--- src/rtl/port_conn_mgr_pkg.sv ---
// Package: shared state encoding, event codes and message bundle for the
// port connection manager. Assumes a single outstanding connection.
package port_conn_mgr_pkg;

    localparam int STATE_W = 2;
    localparam int EVENT_W = 3;

    typedef enum logic [STATE_W-1:0] {
        ST_IDLE      = 2'd0,
        ST_REQ_WAIT  = 2'd1,
        ST_CONNECTED = 2'd2
    } cm_state_e;

    typedef enum logic [EVENT_W-1:0] {
        EV_NONE       = 3'd0,
        EV_HARD_RESET = 3'd1,
        EV_PHY_DOWN   = 3'd2,
        EV_CLOSED     = 3'd3,
        EV_OPEN_FAIL  = 3'd4,
        EV_OPEN_RETRY = 3'd5,
        EV_OPEN_OK    = 3'd6,
        EV_REQUEST    = 3'd7
    } cm_event_e;

    typedef struct packed {
        logic retry;
        logic unable;
        logic closed;
        logic term;
        logic open_req;
    } cm_msg_t;

    localparam int MSG_W = $bits(cm_msg_t);

endpackage

--- src/rtl/cm_event_arb.sv ---
// Module: cm_event_arb
// Reduces the confirmations of one cycle to a single event using a fixed
// priority: hard reset, phy down, closure, then open outcome or request.
// Assumes the inputs are synchronous to clk. The parameter TERM_IN_IDLE picks
// whether a hard reset seen in idle still terminates operations.
module cm_event_arb
    import port_conn_mgr_pkg::*;
#(
    parameter bit TERM_IN_IDLE = 1'b1
) (
    input  cm_state_e state,
    input  logic      req_open,
    input  logic      open_ok,
    input  logic      open_retry,
    input  logic      open_fail,
    input  logic      closed,
    input  logic      phy_down,
    input  logic      hard_reset,
    output cm_event_e event_o
);

    logic hr_effective;

    // Variant select: does a hard reset count while idle
    generate
        if (TERM_IN_IDLE) begin : g_hr_any
            assign hr_effective = hard_reset;
        end else begin : g_hr_busy
            assign hr_effective = hard_reset && (state != ST_IDLE);
        end
    endgenerate

    // Priority encode of this cycle's confirmations
    always_comb begin
        event_o = EV_NONE;
        if (hr_effective) begin
            event_o = EV_HARD_RESET;
        end else if (phy_down && state != ST_IDLE) begin
            event_o = EV_PHY_DOWN;
        end else begin
            unique case (state)
                ST_IDLE: begin
                    if (req_open && !phy_down && !hard_reset) event_o = EV_REQUEST;
                end
                ST_REQ_WAIT: begin
                    if (open_fail)       event_o = EV_OPEN_FAIL;
                    else if (open_retry) event_o = EV_OPEN_RETRY;
                    else if (open_ok)    event_o = EV_OPEN_OK;
                end
                ST_CONNECTED: begin
                    if (closed) event_o = EV_CLOSED;
                end
                default: event_o = EV_NONE;
            endcase
        end
    end

endmodule

--- src/rtl/cm_next_logic.sv ---
// Module: cm_next_logic
// Maps the current state and the selected event to the next state and the
// message to send. Purely combinational; the registers live elsewhere.
module cm_next_logic
    import port_conn_mgr_pkg::*;
(
    input  cm_state_e state,
    input  cm_event_e event_i,
    output cm_state_e state_nxt,
    output cm_msg_t   msg_nxt
);

    // Transition and message table
    always_comb begin
        state_nxt = state;
        msg_nxt   = '0;
        unique case (event_i)
            EV_HARD_RESET, EV_PHY_DOWN: begin
                state_nxt    = ST_IDLE;
                msg_nxt.term = 1'b1;
            end
            EV_CLOSED: begin
                state_nxt      = ST_IDLE;
                msg_nxt.closed = 1'b1;
            end
            EV_OPEN_FAIL: begin
                state_nxt      = ST_IDLE;
                msg_nxt.unable = 1'b1;
            end
            EV_OPEN_RETRY: begin
                state_nxt     = ST_IDLE;
                msg_nxt.retry = 1'b1;
            end
            EV_OPEN_OK: begin
                state_nxt = ST_CONNECTED;
            end
            EV_REQUEST: begin
                state_nxt        = ST_REQ_WAIT;
                msg_nxt.open_req = 1'b1;
            end
            default: begin
                state_nxt = state;
            end
        endcase
    end

endmodule

--- src/rtl/cm_out_regs.sv ---
// Module: cm_out_regs
// Holds the state and the registered one-cycle messages. Synchronous
// active-low reset clears everything to idle.
module cm_out_regs
    import port_conn_mgr_pkg::*;
(
    input  logic      clk,
    input  logic      rst_n,
    input  cm_state_e state_nxt,
    input  cm_msg_t   msg_nxt,
    output cm_state_e state_q,
    output cm_msg_t   msg_q
);

    // State and message registers
    always_ff @(posedge clk) begin
        if (!rst_n) begin
            state_q <= ST_IDLE;
            msg_q   <= '0;
        end else begin
            state_q <= state_nxt;
            msg_q   <= msg_nxt;
        end
    end

endmodule

--- src/rtl/port_conn_mgr.sv ---
// Module: port_conn_mgr (top)
// Connection manager for one port. It accepts an upper-layer request, waits
// for the link outcome, holds the connection until closure, and terminates
// operations on phy-disabled or hard-reset confirmations. A hard reset in
// idle still terminates, since teardown reaches idle before the reset shows.
// Assumes all inputs are synchronous to clk.
module port_conn_mgr
    import port_conn_mgr_pkg::*;
#(
    parameter bit TERM_IN_IDLE = 1'b1
) (
    input  logic               clk,
    input  logic               rst_n,
    input  logic               req_open,
    input  logic               link_open_ok,
    input  logic               link_open_retry,
    input  logic               link_open_fail,
    input  logic               link_closed,
    input  logic               phy_down,
    input  logic               hard_reset_rx,
    output logic [STATE_W-1:0] conn_state,
    output logic               link_open_req,
    output logic               msg_retry_open,
    output logic               msg_unable_conn,
    output logic               msg_conn_closed,
    output logic               ops_terminated
);

    cm_state_e state_q;
    cm_state_e state_nxt;
    cm_event_e event_sel;
    cm_msg_t   msg_nxt;
    cm_msg_t   msg_q;

    cm_event_arb #(
        .TERM_IN_IDLE(TERM_IN_IDLE)
    ) u_arb (
        .state      (state_q),
        .req_open   (req_open),
        .open_ok    (link_open_ok),
        .open_retry (link_open_retry),
        .open_fail  (link_open_fail),
        .closed     (link_closed),
        .phy_down   (phy_down),
        .hard_reset (hard_reset_rx),
        .event_o    (event_sel)
    );

    cm_next_logic u_next (
        .state     (state_q),
        .event_i   (event_sel),
        .state_nxt (state_nxt),
        .msg_nxt   (msg_nxt)
    );

    cm_out_regs u_regs (
        .clk       (clk),
        .rst_n     (rst_n),
        .state_nxt (state_nxt),
        .msg_nxt   (msg_nxt),
        .state_q   (state_q),
        .msg_q     (msg_q)
    );

    // Output mapping
    assign conn_state      = state_q;
    assign link_open_req   = msg_q.open_req;
    assign msg_retry_open  = msg_q.retry;
    assign msg_unable_conn = msg_q.unable;
    assign msg_conn_closed = msg_q.closed;
    assign ops_terminated  = msg_q.term;

endmodule

--- config.mk ---
export PLATFORM = sky130hd
export DESIGN_NAME = port_conn_mgr
export DESIGN_NICKNAME = d
export VERILOG_FILES = /design/src/rtl/port_conn_mgr_pkg.sv /design/src/rtl/cm_event_arb.sv /design/src/rtl/cm_next_logic.sv /design/src/rtl/cm_out_regs.sv /design/src/rtl/port_conn_mgr.sv
export SDC_FILE = /design/constraint.sdc
export NUM_CORES = 1
export LEC_CHECK = 0
export BUFFER_PORTS_ARGS = -buffer_cell sky130_fd_sc_hd__buf_2
export CAP_MARGIN = 20
export CELL_PAD_IN_SITES_DETAIL_PLACEMENT = 0
export CELL_PAD_IN_SITES_GLOBAL_PLACEMENT = 1
export CORE_AREA = 2 2 39 41
export DETAILED_ROUTE_END_ITERATION = 12
export DIE_AREA = 0 0 41 43
export PLACE_DENSITY = 0.66
export SYNTH_ARGS = -nofsm -noshare
export SYNTH_HDL_FRONTEND = slang
export SYNTH_SLANG_ARGS = --single-unit
--- constraint.sdc ---
create_clock -name clk -period 4.79 [get_ports clk]
set_input_delay 0 -clock clk [delete_from_list [all_inputs] [get_ports clk]]
set_output_delay 0 -clock clk [all_outputs]
set_load 0.01 [all_outputs]
=== Word level (Yosys, flattened, before mapping) ===
Index checks and enable logic that the tools add are counted.

* Logic and storage cells: 39
* Input bits: 9
* Output and inout port bits: 7
* Register bits: 7

* Reductions and logical operators: 10
* Mux-type cells: 14
* Equal/unequal tests: 9

{| class="wikitable"
|+ Operator list
! operator !! number
|-
| 3-bit two-way mux || 6
|-
| 3-bit equality test, second input constant || 4
|-
| 3-bit case mux with 3 select lines || 1
|-
| 3-bit by 2-bit equality test with 1-bit output, second input constant || 2
|-
| 2-bit case mux with 3 select lines || 1
|-
| 1-bit two-way mux || 5
|-
| 5-bit OR reduction || 1
|-
| 3-bit by 1-bit equality test with 1-bit output, second input constant || 1
|-
| 1-bit logical AND || 3
|-
| 3-bit nonzero test || 1
|-
| 2-bit by 1-bit equality test with 1-bit output, second input constant || 1
|-
| 2-bit equality test, second input constant || 1
|-
| 1-bit logical NOT || 2
|-
| 2-bit logical NOT || 1
|-
| 2-bit two-way mux || 1
|-
| 2-bit nonzero test || 1
|-
| 2-bit OR reduction || 1
|}

=== Depth between registers and ports, before layout ===
* Word-level depth: 10
* Gate-level depth with buffers: 5
* Mapped depth without buffers: 4

=== Modules after synthesis ===
A second synthesis with hierarchy kept.

* Cells, all modules: 40
* Area total of the unflattened synthesis: 364.1 µm²

{| class="wikitable"
|+ By module, submodules not included
! module !! area each (µm²) !! cells each !! sequential area each (µm²) !! instances
|-
| cm_out_regs || 183.9 || 14 || 140.1 || 1
|-
| cm_next_logic || 91.3 || 13 || 0.0 || 1
|-
| cm_event_arb || 88.8 || 13 || 0.0 || 1
|}

=== Least setup slack after synthesis ===
Ideal clock, no wire load.

* Kind: flip-flop to flip-flop
* From: register u_regs.state_q[1]
* To: register, netlist name u_regs.msg_q[3]
* Required time: 4.671 ns
* Path buffers: 1
* Cell stages (with the launch flop): 6
* Library setup time: 0.119 ns
* Arrival: 1.480 ns
* Setup slack: 3.191 ns
* Cell sequence: dfxtp_1 -> buf_6 -> or4b_4 -> a22o_4 -> or2b_1 -> nor3_1

* Longest elaborated chain between the ends: 6
* Elaborated cells on any way between the ends: 10

{| class="wikitable"
|+ Ends and longest elaborated chain
! what !! RTL line !! source
|-
| from (decl) || cm_out_regs.sv:11 || <nowiki>output cm_state_e state_q,</nowiki>
|-
| from (signal assigned) || cm_out_regs.sv:21 || <nowiki>state_q <= state_nxt;</nowiki>
|-
| 2-bit equality test (tied with other cells) || cm_event_arb.sv:41 || <nowiki>unique case (state)</nowiki>
|-
| 3-bit case mux with 3 select lines or 1-bit logical AND (tied branches) || cm_event_arb.sv:41, cm_event_arb.sv:38 ||
|-
| 3-bit two-way mux * || cm_event_arb.sv:38 || <nowiki>end else if (phy_down && state != ST_IDLE) begin</nowiki>
|-
| 3-bit two-way mux * || cm_event_arb.sv:36 || <nowiki>if (hr_effective) begin</nowiki>
|-
| 3-bit equality test * || cm_next_logic.sv:17 || <nowiki>unique case (event_i)</nowiki>
|-
| 1-bit two-way mux * || cm_next_logic.sv:17 ||
|}

Mark *: on every way between the ends. The rest lies on a longest branch, timed or not.
A chain may end at the register's enable or synchronous reset.

=== Worst setup path after layout ===
* From: register u_regs.state_q[1]
* To: register, netlist name u_regs.msg_q[3]

* Longest elaborated chain between the ends: 6
* Elaborated cells on any way between the ends: 10

{| class="wikitable"
|+ Ends and longest elaborated chain
! what !! RTL line
|-
| 2-bit equality test (tied with other cells) || cm_event_arb.sv:41
|-
| 3-bit case mux with 3 select lines or 1-bit logical AND (tied branches) || cm_event_arb.sv:41, cm_event_arb.sv:38
|-
| 3-bit two-way mux * || cm_event_arb.sv:38
|-
| 3-bit two-way mux * || cm_event_arb.sv:36
|-
| 3-bit equality test * || cm_next_logic.sv:17
|-
| 1-bit two-way mux * || cm_next_logic.sv:17
|}

Marked as above.

==> results.toml <==
[status]
outcome = "finished, final reports clean"

[final_layout]
fin_util_pct = 36.44
drive_gt1_share_pct = 42.37
antenna_cells = 0
multi_input_area_um2 = 215.2
fin_area_um2 = 504.2
area_growth_pct = 34.78
stdcell_count = 75
finalNetCount = 69
seqCellArea_um2 = 140.1
fillerInstances = 149

[power]
power.share.switching_pct = 22.96
p_seq_share_pct = 45.9
ir_worst_vdd_uv = 127.5
clkPwrFrac_pct = 40.1
p_comb_share_pct = 14.0
finalPower_uw = 130.5
intPower_uw = 100.5
p_per_area_nw_per_um2 = 258.7
leakage_nw = 0.2215
p_sw_uw = 29.95

[critical_path]
r2r_setup_slack_ns = 3.21
cp.buffers_inverters = 0
start_kind = "register"
cpMaxStageDelayCell = "or4b_4"
crit_start = "u_regs.state_q[1]$_SDFFE_PN0P_"
cp_slowest_stage_delay_ns = 0.57
crit_required_ns = 4.93
worstPathArrival_ns = 1.72
cp-end-kind = "register"
path_cells = "or4b_4 > a22o_4 > or2b_1 > nor3_1"
critical_path.max_fanout = 10
crit_type = "reg -> reg"
rr_startpoint = "u_regs.state_q[1]$_SDFFE_PN0P_"
crit_family = "simple AND/OR/NAND/NOR gates"

[placement]
placed_area_um2 = 457.9
preCtsSetupSlack_ns = 3.211
place_inst = 69
place_congestion = 0.6660
port_buffers = 15
hpwl_um = 654.1

[timing]
rsz0062_at_grt = "no"
maxSlewHeadroom_pct = 79.78
worst_pin_slew_ns = 0.3028
fmax_mhz = 632.9
setup_viol = 0
hold_viol_final = 0
period_needed_ns = 1.580
tns_ns = 0
fin_worst_skew_ns = 0.002418
timing.final.ws_setup_ns = 3.210
final_max_slew_viol_count = 0
hold_slack_ns = 0.05845
fin_crit_sh_pct = 32.99

[clock_tree]
htree_levels = 1
cts_resized = 0
clock_latency_ns = 0.25
cts.path.max_buffers = 2
cts.clk_slew.worst_paths_ns = 0.05
clock-sinks = 7
cts_buffers = 3
cts_root_buffer = "clkbuf_4"
cts_hold_buf = 2
postCtsSetupRepairBufs = 0
cts_tree = "yes"

[routing]
vias = 364
detail-route-antenna-nets = 0
wire_per_inst_um = 11.00
vias_per_cell = 4.853
wirelength_um = 825
drtIter0Drc = 0
drc = 0
dr.pass1.iters = 1

[synthesis]
synthTopCellsByArea = "dfxtp_1 37%, nor2_1 6.0%, or4b_1 5.4%, nand4_1 5.0%, a22o_4 4.7%"
synth_seq_cells = 7
avgSynthCellArea_um2 = 9.593
yosysTopAreaCell = "dfxtp_1"
synthCells = 39
synth_cell_types = 22
syn-cell-area_um2 = 374.1
yosys_warnings = 0
yosys.area.top_type_share_pct = 37.46
synth.net_count = 48
ys_seq_area_share_pct = 37.46

[floorplanning]
dieWidth_um = 41
start_util_pct = 27.03
ios = 16
coreArea_um2 = 1384
die_area_um2 = 1763
die_y_um = 43
fp-row-count = 14

[grt]
grt_pass1_wl_um = 1352
grt_antenna_before_repair = 0
grt.overflow.total = 0
grt_max_degree = 11
grt_pass1_vias = 334
grt_usage_pct = 11.78

[flow_run]
maxCapViolCount = 0

[hold_path]
holdCritStartpoint = "rst_n"
hold_class = "in -> reg"
[metal layers]
layer / routed length, um / vias up / GRT usage (%)
met4: 0 / 0 / 6.000
met3: 34 / 0 / 7.853
li1: - / 190 / -
met5: 0 / - / 0
met2: 411 / 11 / 16.25
met1: 380 / 163 / 13.31
[logic make-up after synthesis]
logic type             Yosys count  synth area share, %
and+or+nand+nor                 20                34.45
AOI/OAI and AO/OA                8                20.40
muxes                            1                2.676
buffers and inverters            3                5.017
DFF                              7                37.46
[synthesized netlist by cell type]
cell type and number:
a211oi_2 1, buf_6 1, or4_1 1, a22o_4 1, nand4_1 3, o21ba_2 1, or3b_2 2, inv_1 2
nor3b_1 1, a22oi_1 1, nand3_1 1, dfxtp_1 7, or4b_1 2, or4b_4 1, o31ai_2 1, mux2i_1 1
or2b_1 1, nor3_1 1, o22ai_1 1, nor2_1 6, a21oi_1 2, nand2_1 1
[tightest hold or removal path, cell delays in order]
cell and delay, ns:
buf_2 0.10, nand4_1 0.10, o31ai_2 0.07
[state kept, by name (all words and copies together) (netlist names)]
register	flops
u_regs.state_q	2
u_regs.msg_q	5
[power groups by stage]
stage	registers, mW	clock network [mW]	logic, mW
after global routing	0.0599	0.0601	0.0202
after floorplan	0.0617	0	0.00895
after CTS	0.0599	0.0560	0.0185
after global placement	0.0611	0	0.0174
after detailed placement	0.0611	0	0.0172
final	0.0599	0.0523	0.0182
[placed cells by master, fill, tap and decap left out]
cell type,netlist,routed
nor2_1,6,6
nor3b_1,1,1
o31ai_2,1,1
a21oi_1,2,2
mux2i_1,1,1
or4_1,1,1
nand4_1,3,3
buf_2,0,15
clkbuf_1,0,1
clkbuf_4,0,3
inv_1,2,2
or4b_4,1,1
a22oi_1,1,1
or4b_1,2,2
dfxtp_1,7,7
nand2_1,1,1
a22o_4,1,1
a211oi_2,1,1
o22ai_1,1,1
o21ba_2,1,1
nor3_1,1,1
dlygate4sd3_1,0,2
or3b_2,2,2
or2b_1,1,1
nand3_1,1,1
[final timing paths]
check | to | cells past startpoint
worst max-delay path | u_regs.msg_q[3]$_SDFF_PN0_ | 4
worst min register to register | u_regs.state_q[1]$_SDFFE_PN0P_ | 2
worst max register to register | u_regs.msg_q[3]$_SDFF_PN0_ | 4
worst min-delay path | u_regs.state_q[1]$_SDFFE_PN0P_ | 3
[final cells by class]
class                   count  share of cell area [%]
well taps                  16                   3.970
inverters                   2                   1.489
clock buffers               4                   5.211
multi-input cells          29                   42.68
repair buffers             17                   18.86
flip-flops and latches      7                   27.79
Note: power is estimated with default switching activity, not from simulation.
